## config.mk

```make
export PLATFORM = sky130hd
export DESIGN_NAME = icp_seq
export DESIGN_NICKNAME = d
export VERILOG_FILES = /design/src/rtl/icp_seq.sv
export SDC_FILE = /design/constraint.sdc
export NUM_CORES = 1
export LEC_CHECK = 0
export BUFFER_PORTS_ARGS = -buffer_cell sky130_fd_sc_hd__buf_4
export CAP_MARGIN = 10
export CORE_AREA = 2 2 39 41
export CTS_CLUSTER_DIAMETER = 120
export DETAILED_ROUTE_END_ITERATION = 12
export DIE_AREA = 0 0 41 43
export PLACE_DENSITY_LB_ADDON = 0.08
export RECOVER_POWER = 25
export SLEW_MARGIN = 20
export SYNTH_ARGS = -nofsm -noshare
export SYNTH_HDL_FRONTEND = slang
export SYNTH_SLANG_ARGS = --single-unit
```

## constraint.sdc

```tcl
create_clock -name clk -period 1 [get_ports clk]
set_clock_uncertainty 0.1 [all_clocks]
set_input_delay 0.1 -clock clk [delete_from_list [all_inputs] [get_ports clk]]
set_output_delay 0.1 -clock clk [all_outputs]
set_load 0.02 [all_outputs]
```

## src/rtl/icp_seq.sv

```systemverilog
module icp_seq #(
  parameter int NUM_ENTRIES = 4
) (
  input  logic clk,
  input  logic rst_n,
  input  logic tag_vld_i,
  input  logic chk_data_i,
  input  logic tag_bad_i,
  input  logic ent_vld_i,
  input  logic ent_bad_i,
  output logic tag_err_o,
  output logic data_err_o,
  output logic done_o
);
  localparam int              CNT_W = (NUM_ENTRIES > 1) ? $clog2(NUM_ENTRIES) : 1;
  localparam logic [CNT_W-1:0] LAST = CNT_W'(NUM_ENTRIES - 1);

  logic             open_q,     open_d;
  logic [CNT_W-1:0] cnt_q,      cnt_d;
  logic             tag_err_q,  tag_err_d;
  logic             data_err_q, data_err_d;
  logic             done_q,     done_d;
  logic             ent_take;
  logic             state_en;

  assign ent_take = ent_vld_i & open_q & ~tag_vld_i;
  assign state_en = tag_vld_i | ent_take;

  // next state
  always_comb begin
    open_d     = open_q;
    cnt_d      = cnt_q;
    tag_err_d  = tag_err_q;
    data_err_d = data_err_q;
    done_d     = 1'b0;
    if (tag_vld_i) begin
      open_d     = chk_data_i;
      cnt_d      = '0;
      tag_err_d  = tag_bad_i;
      data_err_d = 1'b0;
      done_d     = ~chk_data_i;
    end else if (ent_take) begin
      data_err_d = data_err_q | ent_bad_i;
      if (cnt_q == LAST) begin
        open_d = 1'b0;
        cnt_d  = '0;
        done_d = 1'b1;
      end else begin
        cnt_d = cnt_q + CNT_W'(1);
      end
    end
  end

  // state registers with explicit enable
  always_ff @(posedge clk or negedge rst_n) begin
    if (!rst_n) begin
      open_q     <= 1'b0;
      cnt_q      <= '0;
      tag_err_q  <= 1'b0;
      data_err_q <= 1'b0;
    end else if (state_en) begin
      open_q     <= open_d;
      cnt_q      <= cnt_d;
      tag_err_q  <= tag_err_d;
      data_err_q <= data_err_d;
    end
  end

  always_ff @(posedge clk or negedge rst_n) begin
    if (!rst_n) done_q <= 1'b0;
    else        done_q <= done_d;
  end

  assign tag_err_o  = tag_err_q;
  assign data_err_o = data_err_q;
  assign done_o     = done_q;

  // done only when no way check is left open
  p_done_closed_r8: assert property (@(posedge clk) disable iff (!rst_n)
    done_q |-> !open_q);
  // counter never passes the last entry
  p_cnt_bound_r8: assert property (@(posedge clk) disable iff (!rst_n)
    open_q |-> (cnt_q <= LAST));
  // a tag clears the data flag
  p_tag_clears_r7: assert property (@(posedge clk) disable iff (!rst_n)
    tag_vld_i |=> !data_err_q);
  // the data flag only falls on a tag
  p_data_sticky_r7: assert property (@(posedge clk) disable iff (!rst_n)
    (!tag_vld_i && data_err_q) |=> data_err_q);
  // the tag flag only changes on a tag
  p_tag_stable_r7: assert property (@(posedge clk) disable iff (!rst_n)
    !tag_vld_i |=> $stable(tag_err_q));
  // skipping data closes the way at once
  p_nodata_done_r9: assert property (@(posedge clk) disable iff (!rst_n)
    (tag_vld_i && !chk_data_i) |=> done_q);
  // entries outside an open check do nothing
  p_stray_ignored_r10: assert property (@(posedge clk) disable iff (!rst_n)
    (ent_vld_i && !open_q && !tag_vld_i) |=> ($stable(data_err_q) && !done_q));
endmodule

```

==> impl_metrics.ini, run 1 <==
[synthesis]
synthTopCellsByCount = dfrtp_1, a21bo_2, a21oi_1, nand3_1
synthTopCellsByArea = dfrtp_1, a21bo_2, ha_1
synth.ff_latch_count = 6
synth_most_common_cell = dfrtp_1
yosysTopAreaCellShare_pct = 53.8
synth_fp_nets = 30
ys_seq_area_share_pct = 53.8
yosysUniqueCellTypes = 14
ys_warn_count = 0
synthArstFlopShare_pct = 100
synthCells = 22
synth_ff_type = dfrtp_1
synth_largest_area_cell = dfrtp_1
avgSynthCellArea_um2 = 12.7
syn_area_um2 = 279
synth_edf_count = 0

[outcome]
violations = hold timing, setup timing
outcome = finished with violations

[critical_path]
end_kind = register
critPathMaxFanout = 3
arrival_ns = 1.11
worstSetupPathType = register to register
cp_cell_sequence = ha_4 > nand4bb_1 > a21oi_1
r2r-start = cnt_q[0]
start_kind = register
worstSetupStartpoint = cnt_q[0]
worst_ep_required_time_ns = 1.07
cp_slowest_cell = dfrtp_1
critPathMaxStageDelay_ns = 0.40

[timing]
worst_slew_pin_slew_ns = 0.349
fin_hold_ws_ns = -0.0242
timing.final.crit_share_pct = 104
fin_ws_ns = -0.0413
drv_slew = 0
period_minus_slack_ns = 1.04
setup_viol = 3
maxSlewHeadroom_pct = 76.7
max_freq_ghz = 0.960
finalHoldViolCount = 4
rsz0062_at_grt = yes

[place]
post-place-ws_ns = -0.0710
gp_congestion = 0.589
portBuffers = 9
place_inst = 46

[drt]
drt_iter0_drc = 0
antenna_left = 0
vias_per_cell = 4.31
routedWlPerCell_um = 11.2
wl_um = 580
drcViolationCount = 0
dr.pass1.iters = 1
num_vias = 224

[clock_tree]
clkTransAtPathRegs_ns = 0.04
post_cts_buffers = 0
cts-root-buf = clkbuf_4
cts_tree = done
clockBufferDepth = 2
htreeDepth = 1
cts-hold-fix-buffers = 3
cts_buffers = 3
cts_sinks = 6
worst_skew_pair.late_latency_ns = 0.24

[power_and_ir_drop]
p_total_uw = 597
power_density_nw_per_um2 = 1380
vdd_drop_max_mv = 0.408
cellLeakagePower_nw = 0.194

[global_routing]
grt_first_pass_wirelength_mm = 1.04
grt_max_degree = 8
grt_util_all_layers_pct = 9.27
overflow = 0
grt_pass1_vias = 253
antenna_found_initial = 0

[floorplanning]
die_x_um = 41
io_pins = 10
rows = 14
dieArea_um2 = 1760
start_util_pct = 20.2
coreArea_um2 = 1380
die_h_um = 43

[hold_path]
min_path_type = input pin to register
min-delay-start = tag_vld_i

[flow_run]
cap_violations = 0

[layout]
diodes = 0
nets = 46
drive_gt1_share_pct = 50.0
final_cells = 52
areaGrowthSynthToFinish_pct = 55.2
fill_cells = 146
final_util_pct = 31.3
## worst max-delay path: cells and delay by family, from the launching register on
family | cells | cell delay (ns)
AND/OR/NAND/NOR | 1 | 0.16
AO/OA/AOI/OAI | 1 | 0.13
flip-flops | 1 | 0.40
adder cells (fa/ha/maj) | 1 | 0.17
## sequential cells by signal, indices dropped and copies added (netlist names)
register and count:
cnt_q 2, done_o 1, tag_err_o 1, open_q 1
data_err_o 1
## layer usage
layer	global-route usage, %	up-vias	share of wire [%]
met5	0	-	0
met4	8.00	0	0
met3	3.14	0	6.4
met2	11.6	7	47
met1	12.1	106	46
li1	-	111	-
## report_power, final
part	switching, mW	leakage (nW)	internal [mW]
logic	0.0424	0.102	0.0588
clock network	0.0845	0.0138	0.136
registers	0.0163	0.0777	0.260
total	0.143	0.194	0.454
## repair_timing
item | 4_1_cts | 5_1_grt
pin swaps | 2 | 1
hold endpoints to repair | 12 | 3
gates resized for setup | 3 | 2
setup endpoints to repair | 3 | 6
cloned | 0 | 0
## path summary, 6_finish.rpt
kind,cells after the start,end,slack [ns]
worst max register to register,3,cnt_q[0],-0.04
max in group asynchronous,2,open_q,0.38
worst max-delay path,3,cnt_q[0],-0.04
worst min-delay path,2,cnt_q[1],-0.02
worst min register to register,2,data_err_o,0.42
min in group asynchronous,2,done_o,0.17
## stage by stage
stage,instance area (um^2),hold WS (ns),setup TNS (ns)
after detailed placement,358,-0.185,-0.144
after floorplan,282,-0.296,-0.0136
after global routing,433,-0.0371,-0.247
after CTS,429,-0.0311,-0.129
final,433,-0.0242,-0.0936
after global placement,358,-0.187,-0.0973
## kinds of logic (layout without fill, tap and decap cells)
logic type               after synthesis  in the layout  share of synthesized area (%)
AO/OA/AOI/OAI                          7              7                           19.7
adder cells (fa/ha/maj)                1              1                           4.48
AND/OR/NAND/NOR                        5              5                           10.3
flip-flops                             6              6                           53.8
buffers and inverters                  1             15                           4.04
multiplexers                           2              2                           7.62
## cell type report
class	instances	area (um^2)	area share [%]
clock buffers	3	22.5	5.20
repair buffers	12	101	23.4
flip-flops and latches	6	150	34.7
well taps	16	20.0	4.62
multi-input cells	15	139	32.1
## cell usage in the layout, fill, tap and decap left out, drive strengths merged
master,netlist,layout
o21ai,1,1
nor2,1,1
dlygate4sd3,0,3
mux2i,1,1
nand2,1,1
ha,1,1
mux2,1,1
buf,1,8
a21bo,3,3
dfrtp,6,6
nand3,2,2
clkbuf,0,4
nand4bb,1,1
a21oi,2,2
a31oi,1,1
No activity file was read; power rests on OpenSTA's default activity.
==> run 2: changes to the inputs <==
--- a/config.mk
+++ b/config.mk
@@ -5,12 +5,12 @@
 export SDC_FILE = /design/constraint.sdc
 export NUM_CORES = 1
 export LEC_CHECK = 0
-export BUFFER_PORTS_ARGS = -buffer_cell sky130_fd_sc_hd__buf_4
 export CAP_MARGIN = 10
 export CORE_AREA = 2 2 39 41
 export CTS_CLUSTER_DIAMETER = 120
 export DETAILED_ROUTE_END_ITERATION = 12
 export DIE_AREA = 0 0 41 43
+export DONT_BUFFER_PORTS = 1
 export PLACE_DENSITY_LB_ADDON = 0.08
 export RECOVER_POWER = 25
 export SLEW_MARGIN = 20
==> run 2 against run 1 <==
Net effect:
- the flow still finishes with violations (hold timing, setup timing)
- critical path type unchanged
- flip-flop and latch count is the same
- utilization fell by 3.5 points
- clock-buffer cell count stayed put
- register-to-register slack got worse by 0.02 ns
- non-clock buffer count decreased by 7
- critical endpoint unchanged
- largest cell class unchanged
- cell count decreased by 13%
==> impl_metrics.ini, run 2 (synthesized netlist as in run 1, its figures left out) <==
[drt]
antenna_left = 0
dr.pass1.iters = 2
vias_per_cell = 4.64
drcViolationCount = 0
num_vias = 209
routedWlPerCell_um = 12.2
wl_um = 551
drt_iter0_drc = 3

[critical_path]
cp_cell_sequence = ha_4 > nand4bb_1 > a21oi_1
r2r_slack_ns = -0.06
start_kind = register
worstSetupPathType = register to register
cp_slowest_cell = dfrtp_1
critPathMaxFanout = 3
critPathMaxStageDelay_ns = 0.41
end_kind = register
arrival_ns = 1.13
worst_ep_required_time_ns = 1.07

[timing]
setup_viol = 3
finalHoldViolCount = 6
rsz0062_at_grt = yes
fin_ws_ns = -0.0586
drv_slew = 0
worst_slew_pin_slew_ns = 0.295
period_minus_slack_ns = 1.06
timing.final.crit_share_pct = 106
maxSlewHeadroom_pct = 80.3
max_freq_ghz = 0.945
fin_hold_ws_ns = -0.189

[clock_tree]
post_cts_buffers = 0
clkTransAtPathRegs_ns = 0.05
clockBufferDepth = 2
worst_skew_pair.late_latency_ns = 0.24
cts_sinks = 6
cts_tree = done
htreeDepth = 1
cts-hold-fix-buffers = 3
cts_buffers = 3
cts-root-buf = clkbuf_4

[layout]
areaGrowthSynthToFinish_pct = 37.7
nets = 39
diodes = 0
top_register = cnt_q
drive_gt1_share_pct = 41.4
layout_common_cells = dfrtp_1, clkbuf_4, dlygate4sd3_1, a21bo_2, buf_6
final_common_cell = dfrtp_1
largest_reg_flops = 2

[global_routing]
grt_util_all_layers_pct = 8.97
grt_pass1_vias = 203
overflow = 0
antenna_found_initial = 0
grt_max_degree = 8
grt_first_pass_wirelength_um = 938

[place]
post-place-ws_ns = -0.0605
portBuffers = 0
gp_congestion = 0.604

[floorplanning]
die_h_um = 43
io_pins = 10
die_x_um = 41
start_util_pct = 20.2
dieArea_um2 = 1760
rows = 14
coreArea_um2 = 1380

[power_and_ir_drop]
power_density_nw_per_um2 = 1480
cellLeakagePower_nw = 0.163
vdd_drop_max_mv = 0.774
p_total_uw = 569

[outcome]
outcome = finished with violations
violations = hold timing, setup timing

[hold_path]
min_path_type = input pin to register

[flow_run]
cap_violations = 0
[run 2: changes by cell type in the layout (fill, tap and decap cells not counted), sizes merged]
cell | before | now
buf | 8 | 2
clkbuf | 4 | 3
[run 2: worst paths after layout]
| check | start | end | cells after the start |
|---|---|---|---|
| worst max-delay path | cnt_q[0] | cnt_q[0] | 3 |
| worst min-delay path | tag_vld_i | cnt_q[1] | 1 |
| worst max register to register | cnt_q[0] | cnt_q[0] | 3 |
| worst min register to register | data_err_o | data_err_o | 2 |
| max in group asynchronous | rst_n | tag_err_o | 1 |
| min in group asynchronous | rst_n | cnt_q[0] | 1 |
[run 2: final cells by class]
| cell class | count | area (um^2) |
|---|---|---|
| Timing Repair Buffer | 5 | 52.6 |
| Multi-Input combinational cell | 15 | 139 |
| Sequential cell | 6 | 150 |
| Fill cell | 148 | 1000 |
| Tap cell | 16 | 20.0 |
| Clock buffer | 3 | 22.5 |
[run 2: layer usage]
metal	vias up	share of wire [%]	GRT usage [%]
li1	95	-	-
met1	103	39	9.45
met2	11	46	10.6
met3	0	15	10.5
met4	0	0	4.00
met5	-	0	0
[run 2: repair_timing]
| item | 4_1_cts | 5_1_grt |
|---|---|---|
| gates cloned | 0 | 0 |
| endpoints found under the hold margin | 12 | 6 |
| gates resized for setup | 3 | 2 |
| pin swaps | 3 | 2 |
| setup endpoints to repair | 3 | 5 |
[run 2: per-stage QoR]
step                util, %  TNS [ns]  cell area, um^2  instances
finish                 27.8    -0.133              384         45
global route           27.8    -0.243              384         45
CTS                    27.2    -0.117              377         45
detailed placement     22.1    -0.115              305         39
global placement       22.1   -0.0973              305         39
floorplan                 -   -0.0136              282         22
[run 2: critical path, delay by kind of cell (launching register included)]
kind                       cells  cell delay, ns
and+or+nand+nor                1            0.16
AOI/OAI and AO/OA              1            0.14
DFF                            1            0.41
adders and majority gates      1            0.17
[run 2: power breakdown]
group	total (mW)	switching [mW]	internal, mW
clock	0.220	0.0842	0.136
sequential	0.279	0.0192	0.260
combinational	0.0708	0.0273	0.0435
==> run 3: changes to the inputs <==
--- a/config.mk
+++ b/config.mk
@@ -7,6 +7,7 @@
 export LEC_CHECK = 0
 export CAP_MARGIN = 10
 export CORE_AREA = 2 2 39 41
+export CTS_BUF_LIST = sky130_fd_sc_hd__clkbuf_8
 export CTS_CLUSTER_DIAMETER = 120
 export DETAILED_ROUTE_END_ITERATION = 12
 export DIE_AREA = 0 0 41 43
==> run 3 against run 2 <==
Net effect:
- the flow still finishes with violations (hold timing, setup timing)
- maximum frequency increased by 0.16%
- final area increased by 2.9%
- die area unchanged
- sequential power about the same
- largest cell class unchanged
==> impl_metrics.ini, run 3 (synthesized netlist as in run 1, its figures left out) <==
[clock_tree]
cts-hold-fix-buffers = 3
worst_skew_pair.late_latency_ns = 0.22
cts_tree = done
cts_buffers = 3
post_cts_buffers = 0
htreeDepth = 1
cts-root-buf = clkbuf_8
cts_sinks = 6
clkTransAtPathRegs_ns = 0.04
clockBufferDepth = 2

[timing]
maxSlewHeadroom_pct = 80.1
fin_ws_ns = -0.0568
rsz0062_at_grt = yes
worst_slew_pin_slew_ns = 0.298
timing.final.crit_share_pct = 106
setup_viol = 3
max_freq_ghz = 0.946
drv_slew = 0
period_minus_slack_ns = 1.06
fin_hold_ws_ns = -0.167
finalHoldViolCount = 6

[global_routing]
overflow = 0
grt_pass1_vias = 204
met1_usage_pct = 9.77
grt_first_pass_wirelength_um = 952
grt_max_degree = 8
grt.busiest_layer = met2
grt_util_all_layers_pct = 9.07
antenna_found_initial = 0
use_met2_pct = 10.6
met3_usage_pct = 10.5

[drt]
vias_per_cell = 4.56
num_vias = 205
antenna_left = 0
wl_um = 551
drcViolationCount = 0
routedWlPerCell_um = 12.2
drt_iter0_drc = 6
dr.pass1.iters = 2

[power_and_ir_drop]
vdd_drop_max_mv = 1.16
cellLeakagePower_nw = 0.169
power_density_nw_per_um2 = 1780

[layout]
largest_reg_flops = 2
layout_common_cells = dfrtp_1, clkbuf_8, dlygate4sd3_1, a21bo_2, buf_4
areaGrowthSynthToFinish_pct = 41.7
diodes = 0
finish.instance_area_um2 = 395
final_common_cell = dfrtp_1
nets = 39
drive_gt1_share_pct = 41.4
top_register = cnt_q

[critical_path]
start_kind = register
r2r-start = cnt_q[0]
end_kind = register
arrival_ns = 1.10
r2r_end = cnt_q[0]
critPathMaxFanout = 3
worstSetupPathType = register to register
r2r_slack_ns = -0.06
reg2regPathDepth = 3
worst_ep_required_time_ns = 1.04
worstSetupStartpoint = cnt_q[0]

[floorplanning]
coreArea_um2 = 1380
start_util_pct = 20.2
io_pins = 10
die_h_um = 43
die_x_um = 41
rows = 14
dieArea_um2 = 1760

[place]
gp_congestion = 0.604
portBuffers = 0
post-place-ws_ns = -0.0605
dpl_cell_area_um2 = 305

[hold_path]
min-delay-start = tag_vld_i
holdPathStages = 1
worstHoldEndpoint = cnt_q[1]
min_path_type = input pin to register

[outcome]
outcome = finished with violations
violations = hold timing, setup timing

[flow_run]
cap_violations = 0
[run 3: cell types whose count changed in the layout (fill, tap and decap cells not counted)]
cell and change:
buf_4 +2, buf_6 -2, clkbuf_4 -3, clkbuf_8 +3
[run 3: per-layer routing]
metal	part of all wire, %	wire length [um]
met4	0	0
met1	39	214
met2	46	251
met5	0	0
met3	15	85
[run 3: worst max-delay path by stage]
stage	end	cells past startpoint	slack (ns)
floorplan	cnt_q[1]	3	-0.01
global placement	cnt_q[1]	3	-0.05
detailed placement	cnt_q[1]	3	-0.06
CTS	cnt_q[1]	3	-0.05
global route	cnt_q[0]	3	-0.12
finish	cnt_q[0]	3	-0.06
[run 3: timing repair]
item | CTS | global route
endpoints found under the hold margin | 12 | 6
pin swaps | 3 | 2
gates resized for setup | 3 | 0
setup endpoints to repair | 3 | 3
[run 3: critical path, cell delays in order, from the launching register on]
cell,delay (ns)
dfrtp_1,0.40
ha_4,0.17
nand4bb_1,0.16
a21oi_1,0.14
[run 3: through the flow]
stage / util (%) / cells / setup TNS (ns) / power (mW) / hold WS, ns
global placement: 22.1 / 39 / -0.0973 / 0.327 / -0.295
CTS: 28.6 / 45 / -0.109 / 0.718 / -0.172
global route: 28.6 / 45 / -0.232 / 0.756 / -0.184
floorplan: - / 22 / -0.0136 / 0.320 / -0.296
detailed placement: 22.1 / 39 / -0.115 / 0.328 / -0.295
finish: 28.6 / 45 / -0.126 / 0.704 / -0.167
[run 3: area by class of cell]
class / instances / area [um^2]
timing repair buffer: 5 / 45.0
multi-input combinational: 15 / 139
clock buffer: 3 / 41.3
fill: 149 / 988
tap: 16 / 20.0
sequential: 6 / 150
[run 3: power by group]
part | internal [mW] | switching (mW)
logic | 0.0397 | 0.0273
clock network | 0.258 | 0.100
registers | 0.260 | 0.0181
